$ cat config.mk
export PLATFORM = sky130hd
export DESIGN_NAME = merge_level
export DESIGN_NICKNAME = d
export VERILOG_FILES = /design/src/rtl/merge_pkg.sv /design/src/rtl/merge_qbank.sv /design/src/rtl/merge_credit.sv /design/src/rtl/merge_sched.sv /design/src/rtl/merge_level.sv
export SDC_FILE = /design/constraint.sdc
export NUM_CORES = 1
export LEC_CHECK = 0
export BUFFER_PORTS_ARGS = -buffer_cell sky130_fd_sc_hd__buf_4
export CORE_ASPECT_RATIO = 0.8
export CORE_MARGIN = 3
export CORE_UTILIZATION = 60
export DETAILED_ROUTE_END_ITERATION = 7
export GPL_ROUTABILITY_DRIVEN = 0
export PLACE_DENSITY = 0.83
export SLEW_MARGIN = 20
export SYNTH_ARGS = -nofsm -noshare
export SYNTH_HDL_FRONTEND = slang
export SYNTH_SLANG_ARGS = --single-unit
export TNS_END_PERCENT = 10
$ cat constraint.sdc
create_clock -name clk -period 8.1 [get_ports clk]
set_input_delay 0.405 -clock clk [delete_from_list [all_inputs] [get_ports clk]]
set_output_delay 0.405 -clock clk [all_outputs]
set_load 0.02 [all_outputs]
$ cat src/rtl/merge_pkg.sv
package merge_pkg;

  typedef enum logic [1:0] {
    PICK_EVEN = 2'd0,
    PICK_ODD  = 2'd1,
    PICK_END  = 2'd2
  } pick_e;

  // Markers rank above every key; equal keys favour the even input.
  function automatic pick_e merge_pick(input logic even_eos,
                                       input logic odd_eos,
                                       input logic odd_less);
    if (even_eos && odd_eos) return PICK_END;
    if (even_eos)            return PICK_ODD;
    if (odd_eos)             return PICK_EVEN;
    if (odd_less)            return PICK_ODD;
    return PICK_EVEN;
  endfunction

endpackage

$ cat src/rtl/merge_qbank.sv
module merge_qbank #(
  parameter  int NQ = 4,
  parameter  int QD = 8,
  parameter  int DW = 9,
  localparam int QW = $clog2(NQ),
  localparam int AW = $clog2(QD)
) (
  input  logic          clk,
  input  logic          rst,
  input  logic          wr_en,
  input  logic [QW-1:0] wr_q,
  input  logic [DW-1:0] wr_data,
  input  logic          rd_en,
  input  logic [QW-1:0] rd_q,
  output logic [DW-1:0] rd_data,
  input  logic          pop_en,
  input  logic [QW-1:0] pop_q,
  output logic [NQ-1:0] nonempty,
  output logic [NQ-1:0] full
);

  localparam int MD = 2 ** (QW + AW);

  logic [DW-1:0] mem [MD];
  logic [AW-1:0] head_v [NQ];
  logic [AW-1:0] tail_v [NQ];
  logic          wr_ok;

  assign wr_ok = wr_en && !full[wr_q];

  // simple dual-port array: one write, one registered read
  always_ff @(posedge clk) begin
    if (wr_ok) mem[{wr_q, tail_v[wr_q]}] <= wr_data;
    if (rd_en) rd_data <= mem[{rd_q, head_v[rd_q]}];
  end

  for (genvar q = 0; q < NQ; q++) begin : g_q
    logic [AW-1:0] head_r, tail_r;
    logic [AW:0]   cnt_r;
    logic          push_hit, pop_hit;

    assign push_hit = wr_ok && (wr_q == QW'(q));
    assign pop_hit  = pop_en && (pop_q == QW'(q));

    always_ff @(posedge clk) begin
      if (rst) begin
        head_r <= '0;
        tail_r <= '0;
        cnt_r  <= '0;
      end else begin
        if (push_hit) tail_r <= tail_r + 1'b1;
        if (pop_hit)  head_r <= head_r + 1'b1;
        if (push_hit && !pop_hit)      cnt_r <= cnt_r + 1'b1;
        else if (pop_hit && !push_hit) cnt_r <= cnt_r - 1'b1;
      end
    end

    assign head_v[q]   = head_r;
    assign tail_v[q]   = tail_r;
    assign nonempty[q] = (cnt_r != '0);
    assign full[q]     = (cnt_r == (AW+1)'(QD));
  end

endmodule

$ cat src/rtl/merge_credit.sv
module merge_credit #(
  parameter  int NP   = 4,
  parameter  int CRED = 4,
  localparam int PW   = $clog2(NP),
  localparam int CW   = $clog2(CRED + 1)
) (
  input  logic          clk,
  input  logic          rst,
  input  logic          take_en,
  input  logic [PW-1:0] take_p,
  input  logic [NP-1:0] give,
  output logic [NP-1:0] avail
);

  for (genvar p = 0; p < NP; p++) begin : g_p
    logic [CW-1:0] cred_r;
    logic          take_hit;

    assign take_hit = take_en && (take_p == PW'(p));

    always_ff @(posedge clk) begin
      if (rst) begin
        cred_r <= CW'(CRED);
      end else if (take_hit && !give[p]) begin
        cred_r <= cred_r - 1'b1;
      end else if (give[p] && !take_hit) begin
        cred_r <= cred_r + 1'b1;
      end
    end

    assign avail[p] = (cred_r != '0);
  end

endmodule

$ cat src/rtl/merge_sched.sv
module merge_sched #(
  parameter  int NP = 4,
  localparam int PW = $clog2(NP)
) (
  input  logic          clk,
  input  logic          rst,
  input  logic [NP-1:0] elig,
  output logic          grant_valid,
  output logic [PW-1:0] grant_p
);

  logic [PW-1:0] last_r;

  // first eligible pair after the one served last
  always_comb begin
    grant_valid = 1'b0;
    grant_p     = '0;
    for (int off = 1; off <= NP; off++) begin
      if (!grant_valid && elig[(int'(last_r) + off) % NP]) begin
        grant_valid = 1'b1;
        grant_p     = PW'((int'(last_r) + off) % NP);
      end
    end
  end

  always_ff @(posedge clk) begin
    if (rst)              last_r <= PW'(NP - 1);
    else if (grant_valid) last_r <= grant_p;
  end

endmodule

$ cat src/rtl/merge_level.sv
module merge_level #(
  parameter  int NP   = 4,
  parameter  int KW   = 8,
  parameter  int QD   = 8,
  parameter  int CRED = 4,
  localparam int PW   = $clog2(NP),
  localparam int SW   = PW + 1
) (
  input  logic          clk,
  input  logic          rst,
  input  logic          in_valid,
  input  logic [SW-1:0] in_stream,
  input  logic [KW-1:0] in_key,
  input  logic          in_eos,
  output logic [2*NP-1:0] in_full,
  output logic          out_valid,
  output logic [PW-1:0] out_pair,
  output logic [KW-1:0] out_key,
  output logic          out_eos,
  output logic          out_side,
  input  logic [NP-1:0] out_return
);

  import merge_pkg::*;

  localparam int DW = KW + 1;

  logic [NP-1:0] ne_a, ne_b, full_a, full_b, cr_avail, elig;
  logic          grant_valid;
  logic [PW-1:0] grant_p;
  logic [DW-1:0] rd_a, rd_b;
  logic          s1_valid;
  logic [PW-1:0] s1_pair;
  pick_e         pick;
  logic          pop_a, pop_b;

  // ---- input queue banks: even members in bank A, odd in bank B ----
  merge_qbank #(.NQ(NP), .QD(QD), .DW(DW)) bank_a (
    .clk(clk), .rst(rst),
    .wr_en(in_valid && !in_stream[0]), .wr_q(in_stream[SW-1:1]),
    .wr_data({in_eos, in_key}),
    .rd_en(grant_valid), .rd_q(grant_p), .rd_data(rd_a),
    .pop_en(pop_a), .pop_q(s1_pair),
    .nonempty(ne_a), .full(full_a)
  );

  merge_qbank #(.NQ(NP), .QD(QD), .DW(DW)) bank_b (
    .clk(clk), .rst(rst),
    .wr_en(in_valid && in_stream[0]), .wr_q(in_stream[SW-1:1]),
    .wr_data({in_eos, in_key}),
    .rd_en(grant_valid), .rd_q(grant_p), .rd_data(rd_b),
    .pop_en(pop_b), .pop_q(s1_pair),
    .nonempty(ne_b), .full(full_b)
  );

  for (genvar p = 0; p < NP; p++) begin : g_full
    assign in_full[2*p]   = full_a[p];
    assign in_full[2*p+1] = full_b[p];
    // a pair in flight is blocked until its pop has landed
    assign elig[p] = ne_a[p] && ne_b[p] && cr_avail[p] &&
                     !(s1_valid && (s1_pair == PW'(p)));
  end

  // ---- stage 0: schedule, spend a credit, read both heads ----
  merge_sched #(.NP(NP)) sched_i (
    .clk(clk), .rst(rst), .elig(elig),
    .grant_valid(grant_valid), .grant_p(grant_p)
  );

  merge_credit #(.NP(NP), .CRED(CRED)) credit_i (
    .clk(clk), .rst(rst),
    .take_en(grant_valid), .take_p(grant_p),
    .give(out_return), .avail(cr_avail)
  );

  always_ff @(posedge clk) begin
    if (rst) begin
      s1_valid <= 1'b0;
      s1_pair  <= '0;
    end else begin
      s1_valid <= grant_valid;
      s1_pair  <= grant_p;
    end
  end

  // ---- stage 1: the shared comparator ----
  assign pick  = merge_pick(rd_a[KW], rd_b[KW], rd_b[KW-1:0] < rd_a[KW-1:0]);
  assign pop_a = s1_valid && (pick != PICK_ODD);
  assign pop_b = s1_valid && (pick != PICK_EVEN);

  always_ff @(posedge clk) begin
    if (rst) begin
      out_valid <= 1'b0;
      out_pair  <= '0;
      out_key   <= '0;
      out_eos   <= 1'b0;
      out_side  <= 1'b0;
    end else begin
      out_valid <= s1_valid;
      out_pair  <= s1_pair;
      out_eos   <= (pick == PICK_END);
      out_side  <= (pick == PICK_ODD);
      case (pick)
        PICK_ODD:  out_key <= rd_b[KW-1:0];
        PICK_EVEN: out_key <= rd_a[KW-1:0];
        default:   out_key <= '0;
      endcase
    end
  end

endmodule

# == After elaboration in Yosys (flattened, before gate mapping) ==
# Memory sizes are Yosys's and may differ from the RTL's. A register that Yosys moved wholly into a read port is not among the register bits.
# Cells that the tools add are included.
# word_totals
reg_bits,110
latch_bits,0
ram_bits,576
romBits,0
in_bits,19
output_inout_bits,21
wordCells,336
memories,2
# op_classes
n_addsub,44
mul,0
n_div,0
n_lt_le_gt_ge,8
eq_ne,20
shifts,0
n_mux,83
n_bitwise,6
n_reduce_logical,137
# mem_list
memory,depth,word_bits,read_ports,rd_clocked_by_memory_dff,wr,line_no,rtl
bank_a.mem,32,9,1,1,1,merge_qbank.sv:24,logic [DW-1:0] mem [MD];
bank_b.mem,32,9,1,1,1,merge_qbank.sv:24,
# ops
cell,n
1-bit logical AND,70
4-bit 2-to-1 mux,16
3-bit by 1-bit adder with 3-bit output (second input constant),20
3-bit 2-to-1 mux,16
1-bit zero test,34
4-bit by 1-bit adder with 4-bit output (second input constant),8
4-bit == test (second input constant),8
4-bit nonzero test,8
4-bit by 1-bit subtractor with 4-bit output (second input constant),8
1-bit 2-to-1 mux,28
2-bit nonzero test,13
3-bit binary-select mux with 2-bit select,4
2-bit 2-to-1 mux,12
3-bit by 4-bit less-than comparator with 1-bit output (second input constant),4
8-bit case mux with 2 select lines,1
2-bit == test (second input constant),7
1-bit binary-select mux with 2-bit select,6
3-bit nonzero test,4
3-bit by 1-bit subtractor with 3-bit output (second input constant),4
2-bit by 1-bit == test with 1-bit output (second input constant),4
2-bit zero test,4
8-bit less-than comparator,1
2-bit OR reduction,4
3-bit >= comparator (second input constant),2
other kinds (6),12

# == Depth between registers and ports, before layout ==
# logic_depth
word_depth,23
depth_mapped,19
mapped_depth_nobuf,19

# == Hierarchy ==
# From an unflattened synthesis, not the netlist that was laid out.
# hier_totals
cells_unflattened,1950
hier_area_um2,29698.5
# by_module_without_submodules
mod,instances,cells_each,area_each_um2,seq_area_each_um2
merge_qbank,2,883,14027.2,9719.3
merge_level,1,86,785.8,320.3
merge_credit,1,78,689.4,240.2
merge_sched,1,20,168.9,40.0

# == Worst setup path after synthesis ==
# Ideal clock, no wire load.
# synth_path
path_type,register to register
startpoint,register bank_b.rd_data[1] (read register of bank_b.mem)
endpoint,register bank_b.g_q[0].cnt_r[3]
setup_time_ps,70
arrival_time_ps,3919
t_required_ps,8030
path_slack_ps,4110
path_stages_with_launch,18
n_path_buf,0
synth_period_minus_slack_ps,3990
cell_sequence,edfxtp_1 ha_1 a21o_1 a21o_1 a21o_1 a21o_1 a21o_1 a21o_1 a211oi_1 o21ai_0 ha_1 inv_1 ha_1 a21o_1 a21oi_1 xnor2_1 or3_1 a21oi_1
# synth_via
elab_chain_len,15
elab_cells_between_ends,18
# synth_lines
item,line_no,rtl
from (decl),merge_qbank.sv:15,"output logic [DW-1:0] rd_data,"
8-bit less-than comparator (*),merge_level.sv:87,"assign pick = merge_pick(rd_a[KW], rd_b[KW], rd_b[KW-1:0] < rd_a[KW-1:0]);"
1-bit 2-to-1 mux (2 in series),merge_pkg.sv:16,if (odd_less) return PICK_ODD;
1-bit 2-to-1 mux,merge_pkg.sv:15,if (odd_eos) return PICK_EVEN;
1-bit 2-to-1 mux,merge_pkg.sv:14,if (even_eos) return PICK_ODD;
2-bit 2-to-1 mux (*),merge_pkg.sv:17,return PICK_EVEN;
2-bit 2-to-1 mux (*),merge_pkg.sv:16,
2-bit 2-to-1 mux (*),merge_pkg.sv:15,
2-bit 2-to-1 mux (*),merge_pkg.sv:14,
2-bit nonzero test (*),merge_level.sv:89,assign pop_b = s1_valid && (pick != PICK_EVEN);
1-bit logical AND (*),merge_level.sv:89,
1-bit logical AND (*),merge_qbank.sv:43,assign pop_hit = pop_en && (pop_q == QW'(q));
1-bit zero test,merge_qbank.sv:53,if (push_hit && !pop_hit) cnt_r <= cnt_r + 1'b1;
1-bit logical AND,merge_qbank.sv:53,
4-bit 2-to-1 mux / 2-bit nonzero test (equally long branches),n/a,
to (signal assigned),merge_qbank.sv:53,
to (signal assigned),merge_qbank.sv:54,else if (pop_hit && !push_hit) cnt_r <= cnt_r - 1'b1;
to (decl),merge_qbank.sv:39,logic [AW:0] cnt_r;
# Mark *: on every way between the ends. The rest lies on a longest branch, timed or not. The select of a mux whose other input is x is not followed.
# A chain may end at the register's enable or synchronous reset.

# == Worst setup path in the final report ==
# layout_path
startpoint,register s1_valid
endpoint,register bank_b.rd_data[2] (read register of bank_b.mem) (data pin)
# layout_via
elab_chain_len,20
elab_cells_between_ends,42
# layout_lines
item,line_no,rtl
from (decl),merge_level.sv:32,logic s1_valid;
from (signal assigned),merge_level.sv:81,s1_valid <= grant_valid;
1-bit logical AND,merge_level.sv:61,!(s1_valid && (s1_pair == PW'(p)));
1-bit zero test,merge_level.sv:61,
1-bit logical AND,merge_level.sv:60,assign elig[p] = ne_a[p] && ne_b[p] && cr_avail[p] &&
1-bit binary-select mux with 2-bit select,merge_sched.sv:19,if (!grant_valid && elig[(int'(last_r) + off) % NP]) begin
1-bit 2-to-1 mux (not written as such) (2 in series),merge_sched.sv:19,
1-bit 2-to-1 mux,merge_sched.sv:19,
1-bit zero test,merge_sched.sv:19,
1-bit logical AND,merge_sched.sv:19,
(+2 left out),n/a,
1-bit logical AND,merge_sched.sv:19,
1-bit 2-to-1 mux,merge_sched.sv:19,
1-bit zero test,merge_sched.sv:19,
1-bit logical AND,merge_sched.sv:19,
2-bit 2-to-1 mux,merge_sched.sv:19,
2-bit NOT with 3-bit output (not written as such),merge_qbank.sv:34,"if (rd_en) rd_data <= mem[{rd_q, head_v[rd_q]}];"
3-bit binary-select mux with 2-bit select,merge_qbank.sv:34,
3-bit 2-to-1 mux (not written as such) (2 in series),merge_qbank.sv:34,
# Parallel ways exist; a longest one is shown, timed or not. The select of a mux whose other input is x is not followed.

==> run_results.csv <==
group,metric,value,unit
power,power.density,261,nW/um2
final_layout,nets,2412,
min_path,whs_path_depth,2,
sta,finClkSkew,0.0338,ns
power,ir_drop,0.208,mV
cts,clockBufferDepth,3,
floorplan,core_area,48700,um2
global_routing,overflow,0,
cts,clock_latency,0.63,ns
sta,hold_viol,0,
worst_setup_path,cp_slowest_cell,"o211ai_2",
logic_synthesis,synth_edf_count,594,
floorplan,num_rows,72,
worst_setup_path,start_kind,"flip-flop",
final_layout,drive_above_1_share,8.78,%
cts,postCtsHoldBufs,0,
detailed_routing,first_pass_iters,7,
placement,dp_hpwl,48200,um
detailed_routing,via_per_inst,6.52,
worst_setup_path,worstPathMaxFanout,74,
worst_setup_path,critical_path.max_stage_delay,0.82,ns
detailed_routing,wl_per_cell,24.9,um
logic_synthesis,synth.net_count,2389,
global_routing,grt_max_degree,89,
sta,fin_tns_setup,0,ns
power,power,8.59,mW
cts,cts_tree,"yes",
logic_synthesis,yosys_register_bits,704,
sta,slew_violations,0,
global_routing,grt_pass1_wl,116000,um
floorplan,die_h,206,um
logic_synthesis,yosysSeqAreaShare,67.1,%
detailed_routing,drt-initial-drc-count,2985,
sta,whs,0.0968,ns
cts,cts_made_buffers,68,
sta,fmax,183,MHz
logic_synthesis,synth_cell_types,74,
logic_synthesis,syn_area,29900,um2
run_status,status,"completed",
logic_synthesis,synth.avg_cell_area,13.0,um2
worst_setup_path,cp-startpoint,"s1_valid$_SDFF_PP0_",
sta,slew_headroom,20.1,%
worst_setup_path,path_class,"flip-flop to flip-flop",
floorplan,initial_utilization,61.3,%
floorplan,ioPinCount,40,
global_routing,grt_antenna_before_repair,1,
logic_synthesis,yosysTopAreaCell,"edfxtp_1",
detailed_routing,drc,0,
run,maxCapViolations,0,
sta,tightest_slew,1.19,ns
detailed_routing,vias,19900,
logic_synthesis,synthTopCellsByArea,"edfxtp_1 60%, dfxtp_1 7.4%, mux2i_1 4.9%",
power,p_leak,11.5,nW
worst_setup_path,arrival,5.80,ns
floorplan,die_area,52500,um2
detailed_routing,routed_wl,75700,um
cts,clk_pin_slew_worst_paths,0.06,ns
global_routing,gr-usage-all-layers,29.0,%
sta,min_period,5.47,ns
sta,period_share,67.5,%
worst_setup_path,rr_worst_depth,12,
logic_synthesis,yosys_warnings,0,
cts,cts_resized,0,
sta,rsz0062_at_grt,"no",
logic_synthesis,yosysTopAreaCellShare,59.7,%
logic_synthesis,netlist_instances,2307,
final_layout,syn2layout_area_growth,10.1,%
placement,port_buffers,39,
logic_synthesis,synthFlopType,"edfxtp_1",
worst_setup_path,r2r_start,"s1_valid$_SDFF_PP0_",
logic_synthesis,synthArstFlopShare,0,%
cts,cts.sinks,704,
sta,setup_viol,0,
min_path,hold_path_class,"primary input to flip-flop",
global_routing,grt_pass1_vias,19500,
detailed_routing,final_antenna_net_count,0,
worst_setup_path,crit_top_cell,"mux2i_4",
cts,clockRootBuffer,"clkbuf_16",
worst_setup_path,cp.required,8.43,ns
final_layout,diodes,0,
cts,cts-htree-levels,3,
cts,postCtsSetupRepairBufs,0,
worst_setup_path,path_cells,"and3_1 -> nor3_2 -> nand2_2 -> a2bb2oi_2 -> o211ai_2 -> mux2i_4 -> mux2i_4 -> buf_4 -> and2_1 -> a221oi_1 -> a31oi_1 -> o211ai_1",
worst_setup_path,critPathCaptureType,"flip-flop",
floorplan,fp.dieW,255,um
min_path,min_from,"rst",
## final timing paths
check,endpoint,slack (ns)
setup / recovery,bank_b.rd_data[2]$_DFFE_PP_,2.63
hold / removal,bank_b.g_q[0].cnt_r[2]$_SDFFE_PP0P_,0.1
setup reg to reg,bank_b.rd_data[2]$_DFFE_PP_,2.63
hold reg to reg,bank_a.g_q[3].cnt_r[3]$_SDFFE_PP0P_,0.50
## power breakdown
| part | internal (mW) | switching, mW | leakage, nW |
|---|---|---|---|
| logic | 0.447 | 0.884 | 4.22 |
| registers | 4.07 | 0.129 | 6.24 |
| clock network | 1.72 | 1.34 | 1.05 |
| total | 6.24 | 2.35 | 11.5 |
## layer usage
| layer | track usage, % | routed length [um] | part of all wire, % | vias up |
|---|---|---|---|---|
| met3 | 7.05 | 9730 | 13 | 236 |
| met2 | 43.9 | 33800 | 45 | 1395 |
| met1 | 40.6 | 29000 | 38 | 9595 |
| met4 | 12.5 | 3210 | 4.2 | 2 |
| met5 | 0 | 11 | 0.015 | - |
| li1 | - | - | - | 8626 |
## cell families (layout without fill, tap and decap cells)
logic type	after synthesis	count (layout)	share of synthesized area [%]
flip-flops	704	704	67.1
XOR/XNOR	64	64	1.88
multiplexers	170	170	6.24
adder cells (fa/ha/maj)	63	63	2.94
buffers and inverters	146	220	2.12
AND/OR/NAND/NOR	884	884	13.5
AO/OA/AOI/OAI	276	276	6.24
## cell usage in the layout (no fill, tap or decap), types with 9 or more instances in the layout
master     count
edfxtp_1     594
nand3_1      183
nor4b_1        9
or3_1         14
and3_1        10
buf_4         58
o22ai_1       27
a21o_1        17
a221oi_1      21
dfxtp_1      110
xor2_1        31
clkbuf_16     70
a21oi_1      101
clkbuf_1      11
o211ai_1      13
inv_1         41
fa_1          12
nor4_1        21
nand4_1       41
xnor2_1       33
mux2i_1      146
a221o_1       11
ha_1          51
nor3_1        21
clkinv_2      16
nor2_1       182
clkinv_1      14
o21ai_0       28
a31oi_1       16
nand2_1      346
## per-stage QoR
stage          worst slack, ns  instance area [um2]  util [%]  cells
6_report                  2.63                32900      67.5   3047
5_1_grt                   2.37                32900      67.5   3047
4_1_cts                   2.66                32900      67.5   3047
3_5_place_dp              2.69                30800      63.1   2926
3_3_place_gp              2.92                30700      63.1   2926
2_1_floorplan             4.11                29900         -   2307
## cells in the mapped netlist, types with 6 or more instances
cell,instances
o211ai_1,13
a221o_1,11
a32o_1,8
buf_1,7
o22ai_1,27
a21o_1,17
buf_2,33
and3_1,10
nand3_1,183
buf_4,8
nor4b_1,9
clkbuf_1,55
ha_1,51
edfxtp_1,594
xnor2_1,33
fa_1,12
nor3_1,26
xor2_1,31
mux2_2,6
nor2b_1,7
inv_1,41
nand4_1,41
nand2_1,346
or3_1,14
mux4_2,8
nand2b_1,8
dfxtp_1,110
a31oi_1,16
a221oi_1,22
a21oi_1,101
o21ai_0,28
mux2i_1,147
or3b_2,6
nor2_1,182
nor4_1,21
## worst max-delay path, delay by kind of cell, from the launching register on
kind	cells	cell delay (ns)
buffers and inverters	1	0.75
muxes	2	0.69
AOI/OAI and AO/OA	5	1.75
and+or+nand+nor	4	1.59
DFF	1	0.34
## registers in the layout (all words and copies together), names as in the netlist
name,flops
out_pair,2
bank_b.g_q.tail_r,12
bank_b.rd_data,9
bank_a.mem,288
bank_a.g_q.head_r,12
out_valid,1
s1_valid,1
out_eos,1
sched_i.last_r,2
bank_b.g_q.head_r,12
out_side,1
bank_a.g_q.cnt_r,16
credit_i.g_p.cred_r,12
bank_b.g_q.cnt_r,16
s1_pair,2
bank_a.g_q.tail_r,12
bank_a.rd_data,9
out_key,8
bank_b.mem,288
## area by class of cell
cell class,count,area [um2]
clock buffers,82,1810
multi-input cells,1457,9300
well taps,666,833
clock inverters,39,319
repair buffers,58,435
flip-flops and latches,704,20000
inverters,41,154
fillers,3261,15800
Power figures use the tool's default switching activity.
